## config.mk

```make
export PLATFORM = sky130hd
export DESIGN_NAME = adc_rd_ctrl
export DESIGN_NICKNAME = d
export VERILOG_FILES = /design/src/rtl/adc_rd_pkg.sv /design/src/rtl/adc_rd_timer.sv /design/src/rtl/adc_rd_sync.sv /design/src/rtl/adc_rd_capture.sv /design/src/rtl/adc_rd_ctrl.sv
export SDC_FILE = /design/constraint.sdc
export NUM_CORES = 1
export LEC_CHECK = 0
export ABC_CLOCK_PERIOD_IN_PS = 3200
export BUFFER_PORTS_ARGS = -buffer_cell sky130_fd_sc_hd__buf_2
export CELL_PAD_IN_SITES_DETAIL_PLACEMENT = 2
export CELL_PAD_IN_SITES_GLOBAL_PLACEMENT = 2
export CORE_MARGIN = 1
export CORE_UTILIZATION = 32
export CTS_BUF_LIST = sky130_fd_sc_hd__clkbuf_16
export CTS_CLUSTER_SIZE = 28
export DETAILED_ROUTE_END_ITERATION = 6
export GPL_TIMING_DRIVEN = 1
export PLACE_DENSITY_LB_ADDON = 0.1
export SLEW_MARGIN = 20
export SYNTH_ARGS = -nofsm -noshare
export SYNTH_HDL_FRONTEND = slang
export SYNTH_HIERARCHICAL = 1
export SYNTH_SLANG_ARGS = --single-unit
```

## constraint.sdc

```tcl
create_clock -name clk_i -period 3.2 [get_ports clk_i]
set_clock_uncertainty 0.05 [all_clocks]
set_input_delay 0.16 -clock clk_i [delete_from_list [all_inputs] [get_ports clk_i]]
set_output_delay 0.16 -clock clk_i [all_outputs]
set_load 0.02 [all_outputs]
```

## src/rtl/adc_rd_pkg.sv

```systemverilog
package adc_rd_pkg;

  typedef enum logic [2:0] {
    ST_IDLE,
    ST_ACQ_LO,
    ST_ACQ_HI,
    ST_CNV_LO,
    ST_CNV_WAIT,
    ST_RD_LO,
    ST_RD_HB,
    ST_RELQ
  } rd_state_e;

  typedef struct packed {
    logic cs_n;
    logic rc;
    logic hben;
  } pins_t;

  function automatic int max2(int a, int b);
    return (a > b) ? a : b;
  endfunction

endpackage

```

## src/rtl/adc_rd_timer.sv

```systemverilog
module adc_rd_timer #(
  parameter int CW = 8
) (
  input  logic          clk_i,
  input  logic          rst_ni,
  input  logic          clr_i,
  output logic [CW-1:0] cnt_o
);

  always_ff @(posedge clk_i or negedge rst_ni) begin
    if (!rst_ni)              cnt_o <= '0;
    else if (clr_i)           cnt_o <= '0;
    else if (cnt_o != '1)     cnt_o <= cnt_o + 1'b1;
  end

endmodule

```

## src/rtl/adc_rd_sync.sv

```systemverilog
module adc_rd_sync #(
  parameter int STAGES = 2
) (
  input  logic clk_i,
  input  logic rst_ni,
  input  logic d_i,
  output logic q_o
);

  logic [STAGES-1:0] sh_q;

  // reset high: end-of-conversion input is active low
  always_ff @(posedge clk_i or negedge rst_ni) begin
    if (!rst_ni) sh_q <= '1;
    else         sh_q <= {sh_q[STAGES-2:0], d_i};
  end

  assign q_o = sh_q[STAGES-1];

endmodule

```

## src/rtl/adc_rd_capture.sv

```systemverilog
module adc_rd_capture #(
  parameter int BYTE_MODE = 1,
  parameter int RES_W     = 14,
  parameter int BUS_W     = 8
) (
  input  logic             clk_i,
  input  logic             rst_ni,
  input  logic             lo_en_i,
  input  logic             hi_en_i,
  input  logic [BUS_W-1:0] bus_i,
  output logic [RES_W-1:0] word_o
);

  generate
    if (BYTE_MODE != 0) begin : g_byte
      localparam int HI_W = RES_W - BUS_W;

      always_ff @(posedge clk_i or negedge rst_ni) begin
        if (!rst_ni) word_o <= '0;
        else begin
          if (lo_en_i) word_o[BUS_W-1:0]     <= bus_i;
          if (hi_en_i) word_o[RES_W-1:BUS_W] <= bus_i[HI_W-1:0];
        end
      end

      // high byte carries zero padding above the result MSB
      assert_hi_pad_R7: assert property (@(posedge clk_i) disable iff (!rst_ni)
        hi_en_i |-> (bus_i[BUS_W-1:HI_W] == '0));
    end else begin : g_wide
      always_ff @(posedge clk_i or negedge rst_ni) begin
        if (!rst_ni)                word_o <= '0;
        else if (lo_en_i | hi_en_i) word_o <= bus_i[RES_W-1:0];
      end
    end
  endgenerate

endmodule

```

## src/rtl/adc_rd_ctrl.sv

```systemverilog
module adc_rd_ctrl
  import adc_rd_pkg::*;
#(
  parameter int RES_W       = 14,
  parameter int BYTE_MODE   = 1,
  parameter int BUS_W       = (BYTE_MODE != 0) ? 8 : RES_W,
  parameter int CS_LO_CYC   = 5,
  parameter int CS_HI_CYC   = 5,
  parameter int ACQ_CYC     = 138,
  parameter int WAKE_CYC    = 1250000,
  parameter int DATA_CYC    = 10,
  parameter int HBEN_CYC    = 10,
  parameter int RELQ_CYC    = 10,
  parameter int EOC_TMO_CYC = 650
) (
  input  logic             clk_i,
  input  logic             rst_ni,
  input  logic             start_i,
  input  logic             shdn_i,
  output logic             busy_o,
  output logic             valid_o,
  output logic [RES_W-1:0] result_o,
  output logic             err_o,
  output logic             cs_no,
  output logic             rc_o,
  output logic             hben_o,
  input  logic             eoc_ni,
  input  logic [BUS_W-1:0] data_i
);

  localparam int MAX_CYC  = max2(max2(WAKE_CYC, EOC_TMO_CYC),
                                 max2(max2(ACQ_CYC, RELQ_CYC), max2(DATA_CYC, HBEN_CYC)));
  localparam int CW       = $clog2(MAX_CYC + 1) + 1;
  localparam int RELQ_LIM = max2(RELQ_CYC, CS_HI_CYC);

  rd_state_e state_q, state_d;
  pins_t     pins_q;
  logic [CW-1:0] cnt, lim;
  logic lim_done, eoc_s, tmo, fin, lo_en, hi_en, conv_rc;
  logic mode_q, dummy_q, waking_q, ref_off_q, valid_q, err_q;

  adc_rd_timer #(.CW(CW)) i_timer (
    .clk_i (clk_i),
    .rst_ni(rst_ni),
    .clr_i (state_d != state_q),
    .cnt_o (cnt)
  );

  adc_rd_sync #(.STAGES(2)) i_eoc_sync (
    .clk_i (clk_i),
    .rst_ni(rst_ni),
    .d_i   (eoc_ni),
    .q_o   (eoc_s)
  );

  // the throwaway conversion always keeps the reference on
  assign conv_rc = dummy_q ? 1'b0 : mode_q;

  always_comb begin
    unique case (state_q)
      ST_ACQ_LO, ST_CNV_LO: lim = CW'(CS_LO_CYC);
      ST_ACQ_HI: lim = waking_q ? CW'(WAKE_CYC - CS_LO_CYC) : CW'(ACQ_CYC - CS_LO_CYC);
      ST_RD_LO:  lim = CW'(DATA_CYC);
      ST_RD_HB:  lim = CW'(HBEN_CYC);
      ST_RELQ:   lim = CW'(RELQ_LIM);
      default:   lim = CW'(CS_HI_CYC);
    endcase
  end

  assign lim_done = (cnt == lim - 1'b1);

  always_comb begin
    state_d = state_q;
    tmo     = 1'b0;
    fin     = 1'b0;
    unique case (state_q)
      ST_IDLE:   if (start_i)  state_d = ST_ACQ_LO;
      ST_ACQ_LO: if (lim_done) state_d = ST_ACQ_HI;
      ST_ACQ_HI: if (lim_done) state_d = ST_CNV_LO;
      ST_CNV_LO: if (lim_done) state_d = ST_CNV_WAIT;
      ST_CNV_WAIT: begin
        if (!eoc_s && cnt >= CW'(CS_HI_CYC - 1)) state_d = ST_RD_LO;
        else if (cnt >= CW'(EOC_TMO_CYC - 1)) begin
          state_d = ST_IDLE;
          tmo     = 1'b1;
        end
      end
      ST_RD_LO:  if (lim_done) state_d = (BYTE_MODE != 0) ? ST_RD_HB : ST_RELQ;
      ST_RD_HB:  if (lim_done) state_d = ST_RELQ;
      ST_RELQ: if (lim_done) begin
        state_d = dummy_q ? ST_ACQ_LO : ST_IDLE;
        fin     = !dummy_q;
      end
      default: state_d = ST_IDLE;
    endcase
  end

  function automatic pins_t pins_of(rd_state_e s, logic crc);
    unique case (s)
      ST_ACQ_LO:   return '{cs_n: 1'b0, rc: 1'b0, hben: 1'b0};
      ST_ACQ_HI:   return '{cs_n: 1'b1, rc: crc,  hben: 1'b0};
      ST_CNV_LO:   return '{cs_n: 1'b0, rc: crc,  hben: 1'b0};
      ST_CNV_WAIT: return '{cs_n: 1'b1, rc: 1'b1, hben: 1'b0};
      ST_RD_LO:    return '{cs_n: 1'b0, rc: 1'b1, hben: 1'b0};
      ST_RD_HB:    return '{cs_n: 1'b0, rc: 1'b1, hben: 1'b1};
      default:     return '{cs_n: 1'b1, rc: 1'b0, hben: 1'b0};
    endcase
  endfunction

  always_ff @(posedge clk_i or negedge rst_ni) begin
    if (!rst_ni) begin
      state_q   <= ST_IDLE;
      pins_q    <= '{cs_n: 1'b1, rc: 1'b0, hben: 1'b0};
      mode_q    <= 1'b0;
      dummy_q   <= 1'b0;
      waking_q  <= 1'b0;
      ref_off_q <= 1'b1;
      valid_q   <= 1'b0;
      err_q     <= 1'b0;
    end else begin
      state_q <= state_d;
      pins_q  <= pins_of(state_d, conv_rc);
      valid_q <= fin;
      err_q   <= tmo;
      if (state_q == ST_IDLE && start_i) begin
        mode_q   <= shdn_i;
        dummy_q  <= ref_off_q;
        waking_q <= ref_off_q;
      end
      if (state_q == ST_RELQ && lim_done && dummy_q) begin
        dummy_q  <= 1'b0;
        waking_q <= 1'b0;
      end
      if (fin) ref_off_q <= mode_q;
      if (tmo) ref_off_q <= 1'b1;
    end
  end

  assign lo_en = (state_q == ST_RD_LO) && lim_done && !dummy_q;
  assign hi_en = (state_q == ST_RD_HB) && lim_done && !dummy_q;

  adc_rd_capture #(.BYTE_MODE(BYTE_MODE), .RES_W(RES_W), .BUS_W(BUS_W)) i_capture (
    .clk_i  (clk_i),
    .rst_ni (rst_ni),
    .lo_en_i(lo_en),
    .hi_en_i(hi_en),
    .bus_i  (data_i),
    .word_o (result_o)
  );

  assign cs_no   = pins_q.cs_n;
  assign rc_o    = pins_q.rc;
  assign hben_o  = pins_q.hben;
  assign busy_o  = (state_q != ST_IDLE);
  assign valid_o = valid_q;
  assign err_o   = err_q;

  // pulse-width monitors for the chip-select checks
  logic [CW-1:0] lo_run, hi_run;
  always_ff @(posedge clk_i or negedge rst_ni) begin
    if (!rst_ni) begin
      lo_run <= '0;
      hi_run <= '1;
    end else if (cs_no) begin
      lo_run <= '0;
      if (hi_run != '1) hi_run <= hi_run + 1'b1;
    end else begin
      hi_run <= '0;
      if (lo_run != '1) lo_run <= lo_run + 1'b1;
    end
  end

  assert_cs_lo_width_R4: assert property (@(posedge clk_i) disable iff (!rst_ni)
    $rose(cs_no) |-> (lo_run >= CW'(CS_LO_CYC)));
  assert_cs_hi_width_R4: assert property (@(posedge clk_i) disable iff (!rst_ni)
    $fell(cs_no) |-> (hi_run >= CW'(CS_HI_CYC)));
  assert_rc_steady_R3: assert property (@(posedge clk_i) disable iff (!rst_ni)
    !cs_no |-> $stable(rc_o));
  assert_start_busy_R2: assert property (@(posedge clk_i) disable iff (!rst_ni)
    (start_i && !busy_o) |=> busy_o);
  assert_valid_idle_R9: assert property (@(posedge clk_i) disable iff (!rst_ni)
    valid_o |-> (!busy_o && !err_o && !$past(valid_o)));
  assert_tmo_idle_R10: assert property (@(posedge clk_i) disable iff (!rst_ni)
    err_o |-> (!busy_o && cs_no && !$past(err_o)));
  assert_hben_read_R7: assert property (@(posedge clk_i) disable iff (!rst_ni)
    hben_o |-> (!cs_no && rc_o));

endmodule

```

Word-level counts from Yosys, hierarchy flattened

Index checks and enable logic that the tools add are counted.

Memory bits (read-only): 0
Output and inout port bits: 20
Memories kept: 0
Register bits after elaboration: 49
Word-level logic and storage cells: 75
Bits in writable memories: 0
Bits in latches: 0

$mul: 0
Add/sub/neg operators: 2
Multiplexer cells: 26
Shift-type cells: 0
Magnitude comparators: 2
Reductions and logical operators: 16
Equality and inequality tests: 16
Bitwise gates (word level): 0
Divide/modulo/power cells: 0

Operator list:

| operator                                               | count |
|---|---|
| two-way mux 22 bit                                     | 2 |
| case mux 21 bit (2 select lines)                       | 1 |
| two-way mux 3 bit                                      | 9 |
| case mux 3 bit (8 select lines)                        | 1 |
| adder 22 x 1 -> 22 bit (second input constant)         | 1 |
| equality test 22 bit                                   | 1 |
| >= comparator 22 x 10 -> 1 bit (second input constant) | 1 |
| >= comparator 22 x 3 -> 1 bit (second input constant)  | 1 |
| inequality test 22 bit (second input constant)         | 1 |
| subtractor 22 x 1 -> 22 bit (second input constant)    | 1 |
| equality test 3 bit (second input constant)            | 7 |
| two-way mux 21 bit                                     | 1 |
| case mux 3 bit (6 select lines)                        | 1 |
| equality test 3 x 2 -> 1 bit (second input constant)   | 4 |
| two-way mux 1 bit                                      | 11 |
| logical AND 1 bit                                      | 8 |
| equality test 3 x 1 -> 1 bit (second input constant)   | 2 |
| nonzero test 2 bit                                     | 3 |
| zero test 3 bit                                        | 1 |
| inequality test 3 bit                                  | 1 |
| nonzero test 3 bit                                     | 1 |
| OR reduction 3 bit                                     | 1 |
| zero test 1 bit                                        | 2 |

Logic depth before layout (Yosys ltp)

Gate-level depths: netlist of run 1.

Depth after elaboration: 9
Mapped depth: 13
Depth with buffers taken out: 11

Cells and area by module

The synthesis of run 1 kept the hierarchy.

By module, submodules not included:

| module         | seq. area each (um^2) | area an instance (um^2) | instances | cells an instance |
|---|---|---|---|---|
| adc_rd_timer   | 550.5                 | 1222.4                  | 1         | 125 |
| adc_rd_ctrl    | 277.8                 | 870.8                   | 1         | 100 |
| adc_rd_capture | 350.3                 | 583.1                   | 1         | 30 |
| adc_rd_sync    | 52.6                  | 52.6                    | 1         | 2 |

Worst setup path after synthesis of run 1

OpenSTA, ideal clock, no wires.

Path type: reg2reg
Start point: register state_q[2]
End point: register i_timer.cnt_o[0]
Stages on the path, launching flop included: 14
Path slack: 97 ps
Data arrival time: 2921 ps
Data required time: 3018 ps
Clock period less this slack: 3103 ps
Path through: dfrtp_1 clkbuf_1 inv_1 clkbuf_1 nor2_1 ha_1 xor2_1 nand4_1 a21oi_4 nand3_1 o22ai_1 clkbuf_1 clkbuf_1 nor2_1

Cells in the longest elaborated chain, start to end: 9
Elaborated cells on any way between the ends: 25

Ends and longest elaborated chain:

| item                                                     | RTL line                             | source |
|---|---|---|
| start: declaration                                       | adc_rd_ctrl.sv:36                    | `rd_state_e state_q, state_d;` |
| start signal: assignment                                 | adc_rd_ctrl.sv:121                   | `state_q <= state_d;` |
| equality test 3 bit                                      | adc_rd_ctrl.sv:60, adc_rd_ctrl.sv:76 |  |
| OR reduction 3 bit (no line)                             | --                                   |  |
| case mux 21 bit (2 select lines)                         | adc_rd_ctrl.sv:60                    | `unique case (state_q)` |
| subtractor 22 x 1 -> 22 bit                              | adc_rd_ctrl.sv:70                    | `assign lim_done = (cnt == lim - 1'b1);` |
| equality test 22 bit                                     | adc_rd_ctrl.sv:70                    |  |
| two-way mux 3 bit (tied with other cells)                | adc_rd_ctrl.sv:90                    | `ST_RELQ: if (lim_done) begin` |
| case mux 3 bit (8 select lines)                          | adc_rd_ctrl.sv:76                    | `unique case (state_q)` |
| inequality test 3 bit (*)                                | adc_rd_ctrl.sv:45                    | `.clr_i (state_d != state_q),` |
| two-way mux 22 bit or nonzero test 2 bit (tied branches) | --                                   |  |
| end signal: assignment                                   | adc_rd_timer.sv:13                   | `else if (cnt_o != '1) cnt_o <= cnt_o + 1'b1;` |
| end: declaration                                         | adc_rd_timer.sv:7                    | `output logic [CW-1:0] cnt_o` |

Every way passes the cells marked *; elsewhere a longest branch is shown, timed or not.
A chain may end at the register's enable or synchronous reset.

Final worst setup path of run 1

Start point: register i_timer.cnt_o[16]
End point: register i_timer.cnt_o[13]

Cells in the longest elaborated chain, start to end: 6
Elaborated cells on any way between the ends: 17

Ends and longest elaborated chain:

| item                                                                            | RTL line                             | source |
|---|---|---|
| >= comparator 22 x 10 -> 1 bit or >= comparator 22 x 3 -> 1 bit (tied branches) | adc_rd_ctrl.sv:83, adc_rd_ctrl.sv:82 |  |
| two-way mux 3 bit or logical AND 1 bit (tied branches)                          | adc_rd_ctrl.sv:83, adc_rd_ctrl.sv:82 |  |
| two-way mux 3 bit                                                               | adc_rd_ctrl.sv:82                    | `if (!eoc_s && cnt >= CW'(CS_HI_CYC - 1)) state_d = ST_RD_LO;` |
| case mux 3 bit (8 select lines)                                                 | adc_rd_ctrl.sv:76                    |  |
| inequality test 3 bit                                                           | adc_rd_ctrl.sv:45                    |  |
| two-way mux 22 bit or nonzero test 2 bit (tied branches)                        | --                                   |  |

Several ways; a longest one is shown, not always the timed one.

==> run metrics, run 1 <==
outcome finished clean; initial antenna violation count 0; CP required 3.33 ns; Final ANT Viol Nets 0; Post-DP HPWL 5400 um; Final Hold Viols 0; commonest non-fill, non-tap cell in the layout dfrtp_1; Placed Cells 392; Detailed Route Iter0 Violations 38; Worst-Margin Slew 0.551 ns; worst reg2reg path startpoint i_timer/cnt_o[16]; crit start category flip-flop; Cell variety after synth 57; CP Buf/Inv Count 0; cell count after synthesis 257; Pwr Density 370 mW/mm2; WL per Instance 18.3 um; sequential area share after synthesis 0.451; final wirelength 7360 um; first-pass GRT wire length 12,300 um; worst stage delay on the critical path 0.56 ns; largest net degree at the start of global routing 29; final-layout fill cell count 905; final period utilization 0.904; area of the core 0.00822 mm2; proportion of layout cells with a drive suffix above 1 0.293; Avg Synthesized Cell Area 10.6 um2; post-synth top area share 0.413; CTS tree done; Clk pin slew, worst setup/hold paths 0.07 ns; crit end category flip-flop; crit-path cells or4_4 > or4_4 > a21oi_4 > nand3_1 > o22ai_2 > nand2b_1 > a21oi_1 > a31o_2; DRC viols 0; I/O pin count 33; most used cell, CP or4_4; reg-to-reg setup timing slack 0.31 ns; Cell Rows 33; total power 0.00119 W; predominant post-synthesis flop cell dfrtp_1; Layout Nets 311; DR vias/cell 5.31; hold worst-path end mode_q; Vias 2,134; fin util 0.390; CP max-delay cell or4_4; Root Buffer clkbuf_16; Max Cap Violations 0; Ys Warns 6; most frequent cells in the layout dfrtp_1 (45), buf_2 (32), nor2_1 (27); Starting Density 0.332; RSZ-0062 raised after global routing no; Hold Path Class in -> reg; die area 0.00890 mm2; non-filler cells, final 402; hold path start shdn_i; GRT Resource Usage Total 0.178; grt total ovfl 0; Post-synth EDFFs 0; crit path DAT 3.02 ns; ant diodes 0; min cycle time layout 2.89 ns; Finish-stage setup viols 0; Pleak 1.46 nW; Crit Path Max Fanout 8; Fmax 0.346 GHz; Post-synth ARST share 1.00; Top delay family on crit path simple AND/OR/NAND/NOR gates; area grow syn2layout 17.4%; die height 94.3 um; Setup crit start i_timer/cnt_o[16]; Worst Hold Margin 0.0361 ns; TritonRoute pass-1 iters 4; RePlAce Congestion 0.776; clk_lat worst skew 0.29 ns; Worst slew margin 0.629; R2R cell count 8; worst vdd ir 0.252 mV; fin. max-slew vios 0; synth top area cells dfrtp_1 (41%), mux2_4 (7.7%), xnor2_1 (4.2%); CTS Buf Count 5; I/O Buffers 32; cell taking the most area after synthesis dfrtp_1; clk sink count 49; final setup TNS 0 ns; Syn Std Cell Area 0.00273 mm2; clock tree buffer depth 2; CTS HTree Levels 2; Hold Path Depth 3; Post-Syn Nets 272; reg2reg end i_timer/cnt_o[13]; CP Class reg -> reg; synthesized flop and latch total 49; vias in the first global route 2,354; Die X 94.3 um
## registers in the layout, indices dropped and copies added (netlist names), 2 cells and up
register          flops
i_timer/cnt_o        22
state_q               3
i_capture/word_o     14
i_eoc_sync/sh_q       2
## routing by layer
layer  share of wire  wire (um)  track usage
met5               0          0            0
met4          0.0087         64       0.0436
met1            0.47       3470        0.231
met3           0.029        213       0.0282
met2            0.49       3610        0.307
## per-stage QoR
stage / setup WS [ns] / instance area (um2)
after CTS: 0.296 / 3200
after global placement: 0.362 / 3040
after global routing: 0.122 / 3200
after detailed placement: 0.334 / 3040
after floorplan: 0.0971 / 2730
final: 0.308 / 3200
## layout make-up
type	instances	area (um2)	share of cell area
well taps	105	131	0.0410
multi-input cells	189	1400	0.438
clock inverters	3	22.5	0.00703
flip-flops and latches	49	1230	0.384
clock buffers	5	125	0.0391
inverters	5	18.8	0.00586
repair buffers	46	270	0.0844
## repair_timing
action | in CTS | in global routing
hold endpoints to repair | 21 | 0
endpoints found under the setup margin | 0 | 0
hold buffers | 2 | 0
gates resized for setup | 0 | 0
setup buffers | 0 | 0
## Yosys cell counts (2+ instances only)
cell,number
and4_1,5
nand3b_1,2
inv_1,5
dfstp_2,4
nor2b_1,5
dfrtp_1,45
and3_1,5
clkbuf_1,6
a211oi_1,5
a41oi_1,3
nor4_1,6
nand4_1,8
mux2_1,2
a21oi_4,2
and2_1,3
buf_6,4
o31ai_1,3
buf_4,2
a31oi_1,2
or4_4,2
nand2b_1,4
mux2i_1,2
o22ai_1,3
xor2_1,4
nand2_1,10
o21ai_0,4
ha_1,2
xnor2_1,13
nor2_1,27
nand3_1,10
or3_1,2
a21oi_1,11
mux2_4,14
nor3_1,7
o211ai_1,2
buf_2,2
## cells by family after synthesis
family	synth area share
muxes	0.0926
xor gates and xnor gates	0.0546
adders and majority gates	0.00917
DFF	0.451
buffers and inverters	0.0408
and+or+nand+nor	0.236
AOI/OAI and AO/OA	0.116
## worst max path at each step
| stage | end | slack (ns) | cells after the start |
|---|---|---|---|
| after floorplan | i_timer/cnt_o[0] | 0.1 | 13 |
| after global placement | i_capture/word_o[10] | 0.36 | 7 |
| after detailed placement | i_timer/cnt_o[13] | 0.33 | 8 |
| after CTS | i_timer/cnt_o[11] | 0.30 | 7 |
| after global routing | i_timer/cnt_o[13] | 0.12 | 10 |
| final | i_timer/cnt_o[13] | 0.31 | 8 |
## worst min-delay path, cell delays in order
cell	delay (ns)
buf_2	0.08
nand2_1	0.04
o21ai_0	0.06
## report_power, final
group,total (W),switching [W],internal [W],leakage (nW)
sequential,0.000622,0.000000771,0.000621,0.640
combinational,0.0000256,0.0000173,0.00000823,0.754
clock,0.000538,0.000248,0.000290,0.0621
total,0.00119,0.000266,0.000920,1.46
Power figures use the tool's default switching activity.
==> inputs of run 2 (changes only) <==
- ABC_AREA: default -> 1
- BUFFER_PORTS_ARGS: -buffer_cell sky130_fd_sc_hd__buf_2 -> -buffer_cell sky130_fd_sc_hd__clkbuf_2
- CORE_UTILIZATION: 32 -> 30
==> run 2 against run 1 <==
Global-route usage is 1.8 points higher. Via count is 40% higher. Flip-flop and latch count stayed put. Critical endpoint is now i_timer/cnt_o[12]. Sequential power hardly changed.
==> run metrics, run 2 <==
Layout Nets 508; Worst slew margin 0.443; DRC viols 0; sequential power share 0.518; initial antenna violation count 0; I/O Buffers 32; Final ANT Viol Nets 0; Cell Rows 36; crit-path cells inv_4 > nand2_1 > nand2_2 > nand2_4 > ha_1 > inv_1 > nand2_1 > nand2_1 > nor2_1 > nand2_1 > nor2_1 > nand3_2 > nor2_4 > nand3_2 > nand4_1 > inv_1 > buf_4 > nand3_1 > nand2_1; WL per Instance 16.0 um; min cycle time layout 2.95 ns; most used cell, CP nand2_1; Placement Setup Slack 0.114 ns; most numerous cell in the Yosys netlist nand2_1; crit end category flip-flop; Starting Density 0.313; Ys Warns 6; I/O pin count 33; area grow syn2layout 16.9%; top post-synthesis cells by count nand2_1 (159), nor2_1 (62), dfrtp_1 (45), inv_1 (45), nand3_1 (42); largest net degree at the start of global routing 32; Clock power frac 0.461; Fmax 0.340 GHz; worst vdd ir 0.197 mV; CP max-delay cell dfrtp_2; commonest non-fill, non-tap cell in the layout nand2_1; Top reg by flops i_timer/cnt_o; outcome finished clean; Avg Synthesized Cell Area 6.89 um2; R2R cell count 19; Root Buffer clkbuf_16; Pleak 1.81 nW; CTS tree done; Max Cap Violations 0; Post-synth ARST share 1.00; Clk pin slew, worst setup/hold paths 0.07 ns; final setup TNS 0 ns; Post-synth EDFFs 0; Reg area 0.00123 mm2; GRT Resource Usage Total 0.196; Sw Pwr 0.000275 W; first-pass GRT wire length 16,800 um; Final Hold Viols 0; number of flip-flops in the largest register 22; crit path DAT 3.08 ns; setup bufs post-CTS 0; synth top area cells dfrtp_1 (36%), nand2_1 (19%), nor2_1 (7.5%); die height 104 um; CTS HTree Levels 2; synthesized flop and latch total 49; sequential area share after synthesis 0.397; area of the core 0.00991 mm2; cell count after synthesis 450; CP Buf/Inv Count 4; combinational power share 0.021; Worst Hold Margin 0.0165 ns; worst reg2reg path startpoint state_q[0]; Cell variety after synth 34; Pwr Density 331 mW/mm2; Multi-input gate area 0.00163 mm2; Detailed Route Iter0 Violations 47; worst setup path endpoint i_timer/cnt_o[12]; CP Depth 19; clock tree buffer depth 2; proportion of layout cells with a drive suffix above 1 0.209; clk sink count 49; largest registers i_timer/cnt_o: 22 flops, i_capture/word_o: 14 flops, state_q: 3 flops; final wirelength 10,000 um; Switching Fraction 0.229; final period utilization 0.920; die area 0.0107 mm2; predominant post-synthesis flop cell dfrtp_1; CP required 3.33 ns; vias in the first global route 3,339; TritonRoute pass-1 iters 4; final-layout fill cell count 1,206; fin util 0.366; Finish-stage setup viols 0; worst stage delay on the critical path 0.50 ns; Syn Std Cell Area 0.00310 mm2; grt total ovfl 0; post-synth top area share 0.363; Post-DP HPWL 8110 um; fin. max-slew vios 0; Hold Path Class in -> reg; P_int 0.000925 W; DR vias/cell 4.76; total power 0.00120 W; CTS Buf Count 5; RePlAce Congestion 0.772; clk_lat worst skew 0.29 ns; reg-to-reg setup timing slack 0.25 ns; Post-Syn Nets 465; Setup crit start state_q[0]; Vias 2,986; Crit Path Max Fanout 20; ant diodes 0; Die X 104 um; crit start category flip-flop; Worst-Margin Slew 0.836 ns; fin worst setup slack 0.255 ns; CP Class reg -> reg; cell taking the most area after synthesis dfrtp_1; most frequent cells in the layout nand2_1 (159), nor2_1 (62), inv_1 (45); Top delay family on crit path simple AND/OR/NAND/NOR gates; reg2reg end i_timer/cnt_o[12]
-- run 2: routing by layer --
layer  GRT usage  up-vias  share of wire
met1       0.236     1455           0.45
met3      0.0271       11          0.020
met5           0        -              0
met2       0.368       35           0.52
met4      0.0459        0          0.012
li1            -     1485              -
-- run 2: per-stage QoR --
step / cell area (um2) / std cells
CTS: 3620 / 627
floorplan: 3100 / 450
global placement: 3440 / 617
global route: 3620 / 627
detailed placement: 3440 / 617
finish: 3620 / 627
-- run 2: logic make-up after synthesis --
logic type | count (synthesis) | synth area share
AND/OR/NAND/NOR | 322 | 0.479
AO/OA/AOI/OAI | 19 | 0.0379
buffers and inverters | 58 | 0.0783
flip-flops | 49 | 0.397
adder cells (fa/ha/maj) | 2 | 0.00807
-- run 2: layout make-up --
| class | count | share of cell area |
|---|---|---|
| multi-input cells | 343 | 0.451 |
| flip-flops and latches | 49 | 0.340 |
| repair buffers | 42 | 0.0663 |
| inverters | 52 | 0.0552 |
| well taps | 133 | 0.0459 |
| clock buffers | 5 | 0.0345 |
| clock inverters | 3 | 0.00725 |
-- run 2: power by group through the flow --
stage	Combinational (W)	Sequential, W	Clock [W]
2_1_floorplan	0.000000798	0.000634	0
3_3_place_gp	0.0000237	0.000633	0
3_5_place_dp	0.0000243	0.000634	0
4_1_cts	0.0000264	0.000621	0.000576
5_1_grt	0.0000286	0.000621	0.000592
6_report	0.0000247	0.000621	0.000553
-- run 2: repair_timing --
action                                  4_1_cts  5_1_grt
endpoints found under the setup margin        0       30
endpoints found under the hold margin        30        0
resized for setup                             0        3
hold buffers                                  2        0
-- run 2: worst reg2reg max path, delay by kind of cell (launching register included) --
family        cells  cell delay (ns)
fa+ha+maj         1             0.30
buf+inv           4             0.53
flops             1             0.50
simple gates     14             1.48
-- run 2: worst min path at each step --
stage                          from                   to  slack [ns]  cells past startpoint
after CTS                 data_i[6]  i_capture/word_o[6]        0.01                      3
after detailed placement     eoc_ni   i_eoc_sync/sh_q[0]        0.20                      1
after floorplan              rst_ni                err_o       -0.19                      0
after global placement       eoc_ni   i_eoc_sync/sh_q[0]        0.20                      1
after global routing      data_i[6]  i_capture/word_o[6]        0.02                      3
final                     data_i[6]  i_capture/word_o[6]        0.02                      3
==> inputs of run 3 (changes only) <==
- ABC_CLOCK_PERIOD_IN_PS: 3200 -> 3700
- CORE_UTILIZATION: 30 -> 32
- clock period: 3.2 -> 3.7 ns (I/O delays scaled with it)
==> run 3 against run 2 <==
Critical path depth unchanged. Setup slack better by 0.21 ns. Total power down 14%. Clock power down 15%. Via count up 0.30%. Cell area down 1.4%. Die area down 6.1%. Critical path type unchanged. Largest cell class unchanged.
==> run metrics, run 3 (synthesis results as in run 2) <==
outcome finished clean; Post-DP HPWL 7800 um; RSZ-0062 raised after global routing no; Placement Setup Slack 0.525 ns; CTS Buf Count 5; Top reg by flops i_timer/cnt_o; min cycle time layout 3.24 ns; RePlAce Congestion 0.833; WL per Instance 15.9 um; final setup TNS 0 ns; Vias 2,995; Worst slew margin 0.563; Detailed Route Iter0 Violations 55; area of the core 0.00933 mm2; Root Buffer clkbuf_16; reg2reg end i_timer/cnt_o[0]; Finish-stage setup viols 0; CTS HTree Levels 2; ant diodes 0; Starting Density 0.332; sequential power share 0.523; final wirelength 9800 um; clk sink count 49; clk_lat worst skew 0.29 ns; die area 0.0101 mm2; die height 100 um; CTS tree done; fin worst setup slack 0.462 ns; R2R cell count 19; commonest non-fill, non-tap cell in the layout nand2_1; Pleak 1.79 nW; first-pass GRT wire length 16,200 um; Hold Path Depth 3; Die X 100 um; hold path start data_i[7]; non-filler cells, final 618; Fmax 0.309 GHz; final-layout fill cell count 1,134; largest registers i_timer/cnt_o: 22 flops, i_capture/word_o: 14 flops, state_q: 3 flops; Sw Pwr 0.000229 W; Placed Cells 608; combinational power share 0.021; crit start category flip-flop; P_int 0.000799 W; GRT Resource Usage Total 0.209; crit path DAT 3.35 ns; initial antenna violation count 0; Cell Rows 35; Clock power frac 0.456; most frequent cells in the layout nand2_1 (159), nor2_1 (62), inv_1 (45), dfrtp_1 (45), nand3_1 (42); Pwr Density 288 mW/mm2; I/O pin count 33; Switching Fraction 0.222; number of flip-flops in the largest register 22; Layout Nets 503; Final ANT Viol Nets 0; Worst Hold Margin 0.0473 ns; I/O Buffers 32; TritonRoute pass-1 iters 4; largest net degree at the start of global routing 50; reg-to-reg setup timing slack 0.46 ns; DR vias/cell 4.85; DRC viols 0; worst reg2reg path startpoint state_q[0]; Clk pin slew, worst setup/hold paths 0.07 ns; worst vdd ir 0.146 mV; crit end category flip-flop; grt total ovfl 0; CP required 3.81 ns; fin. max-slew vios 0; Setup crit start state_q[0]; area grow syn2layout 15.2%; proportion of layout cells with a drive suffix above 1 0.198; Hold Path Class in -> reg; Max Cap Violations 0; Final Hold Viols 0; clock tree buffer depth 2; CP Class reg -> reg; Crit Path Max Fanout 21; Worst-Margin Slew 0.656 ns; hold worst-path end i_capture/word_o[7]; vias in the first global route 3,189; final period utilization 0.875
-- run 3: critical path: stages (launching register included) --
cell	delay, ns
dfrtp_1	0.51
o21ai_0	0.33
inv_1	0.09
ha_1	0.31
inv_1	0.06
nand2_1	0.05
nand2_1	0.07
nor2_1	0.04
nand2_1	0.06
nor2_1	0.05
nand3_2	0.08
nor2_1	0.05
nand2_1	0.07
nand2_2	0.07
nand2_1	0.08
nand4_1	0.22
inv_1	0.20
nand3_2	0.43
nand2_1	0.21
o21ai_2	0.07
-- run 3: area by class of cell --
type	instances	area, um2	area share
inverter	52	200	0.0560
clock buffer	5	125	0.0350
clock inverter	3	25.0	0.00701
tap	129	161	0.0452
timing repair buffer	37	203	0.0567
multi-input combinational	343	1630	0.455
sequential	49	1230	0.345
-- run 3: power groups by stage --
stage	registers, W	logic, W	clock network, W
5_1_grt	0.000538	0.0000248	0.000503
6_report	0.000538	0.0000216	0.000468
3_3_place_gp	0.000548	0.0000206	0
2_1_floorplan	0.000548	0.000000690	0
3_5_place_dp	0.000548	0.0000208	0
4_1_cts	0.000537	0.0000225	0.000490
-- run 3: worst max-delay path by stage --
stage	end	depth (start not counted)
floorplan	i_timer/cnt_o[10]	20
global placement	i_timer/cnt_o[0]	19
detailed placement	i_timer/cnt_o[0]	19
CTS	i_timer/cnt_o[0]	19
global route	i_timer/cnt_o[0]	19
finish	i_timer/cnt_o[0]	19
-- run 3: layer usage --
layer / vias to the layer above / GRT usage / wire [um]
li1: 1480 / - / -
met1: 1469 / 0.253 / 4420
met2: 37 / 0.388 / 5020
met3: 9 / 0.0279 / 229
met4: 0 / 0.0546 / 130
met5: - / 0 / 0
-- run 3: what timing repair did --
item                       CTS  global route
hold endpoints to repair    46             0
setup buffers                0             0
setup endpoints to repair    0             0
gates resized for setup      0             0
hold buffers                 2             0
-- run 3: metrics by stage --
step | utilization | total power (W) | instance area (um2)
CTS | 0.383 | 0.00105 | 3570
finish | 0.383 | 0.00103 | 3570
global route | 0.383 | 0.00106 | 3570
floorplan | - | 0.000549 | 3100
global placement | 0.365 | 0.000568 | 3400
detailed placement | 0.365 | 0.000569 | 3400
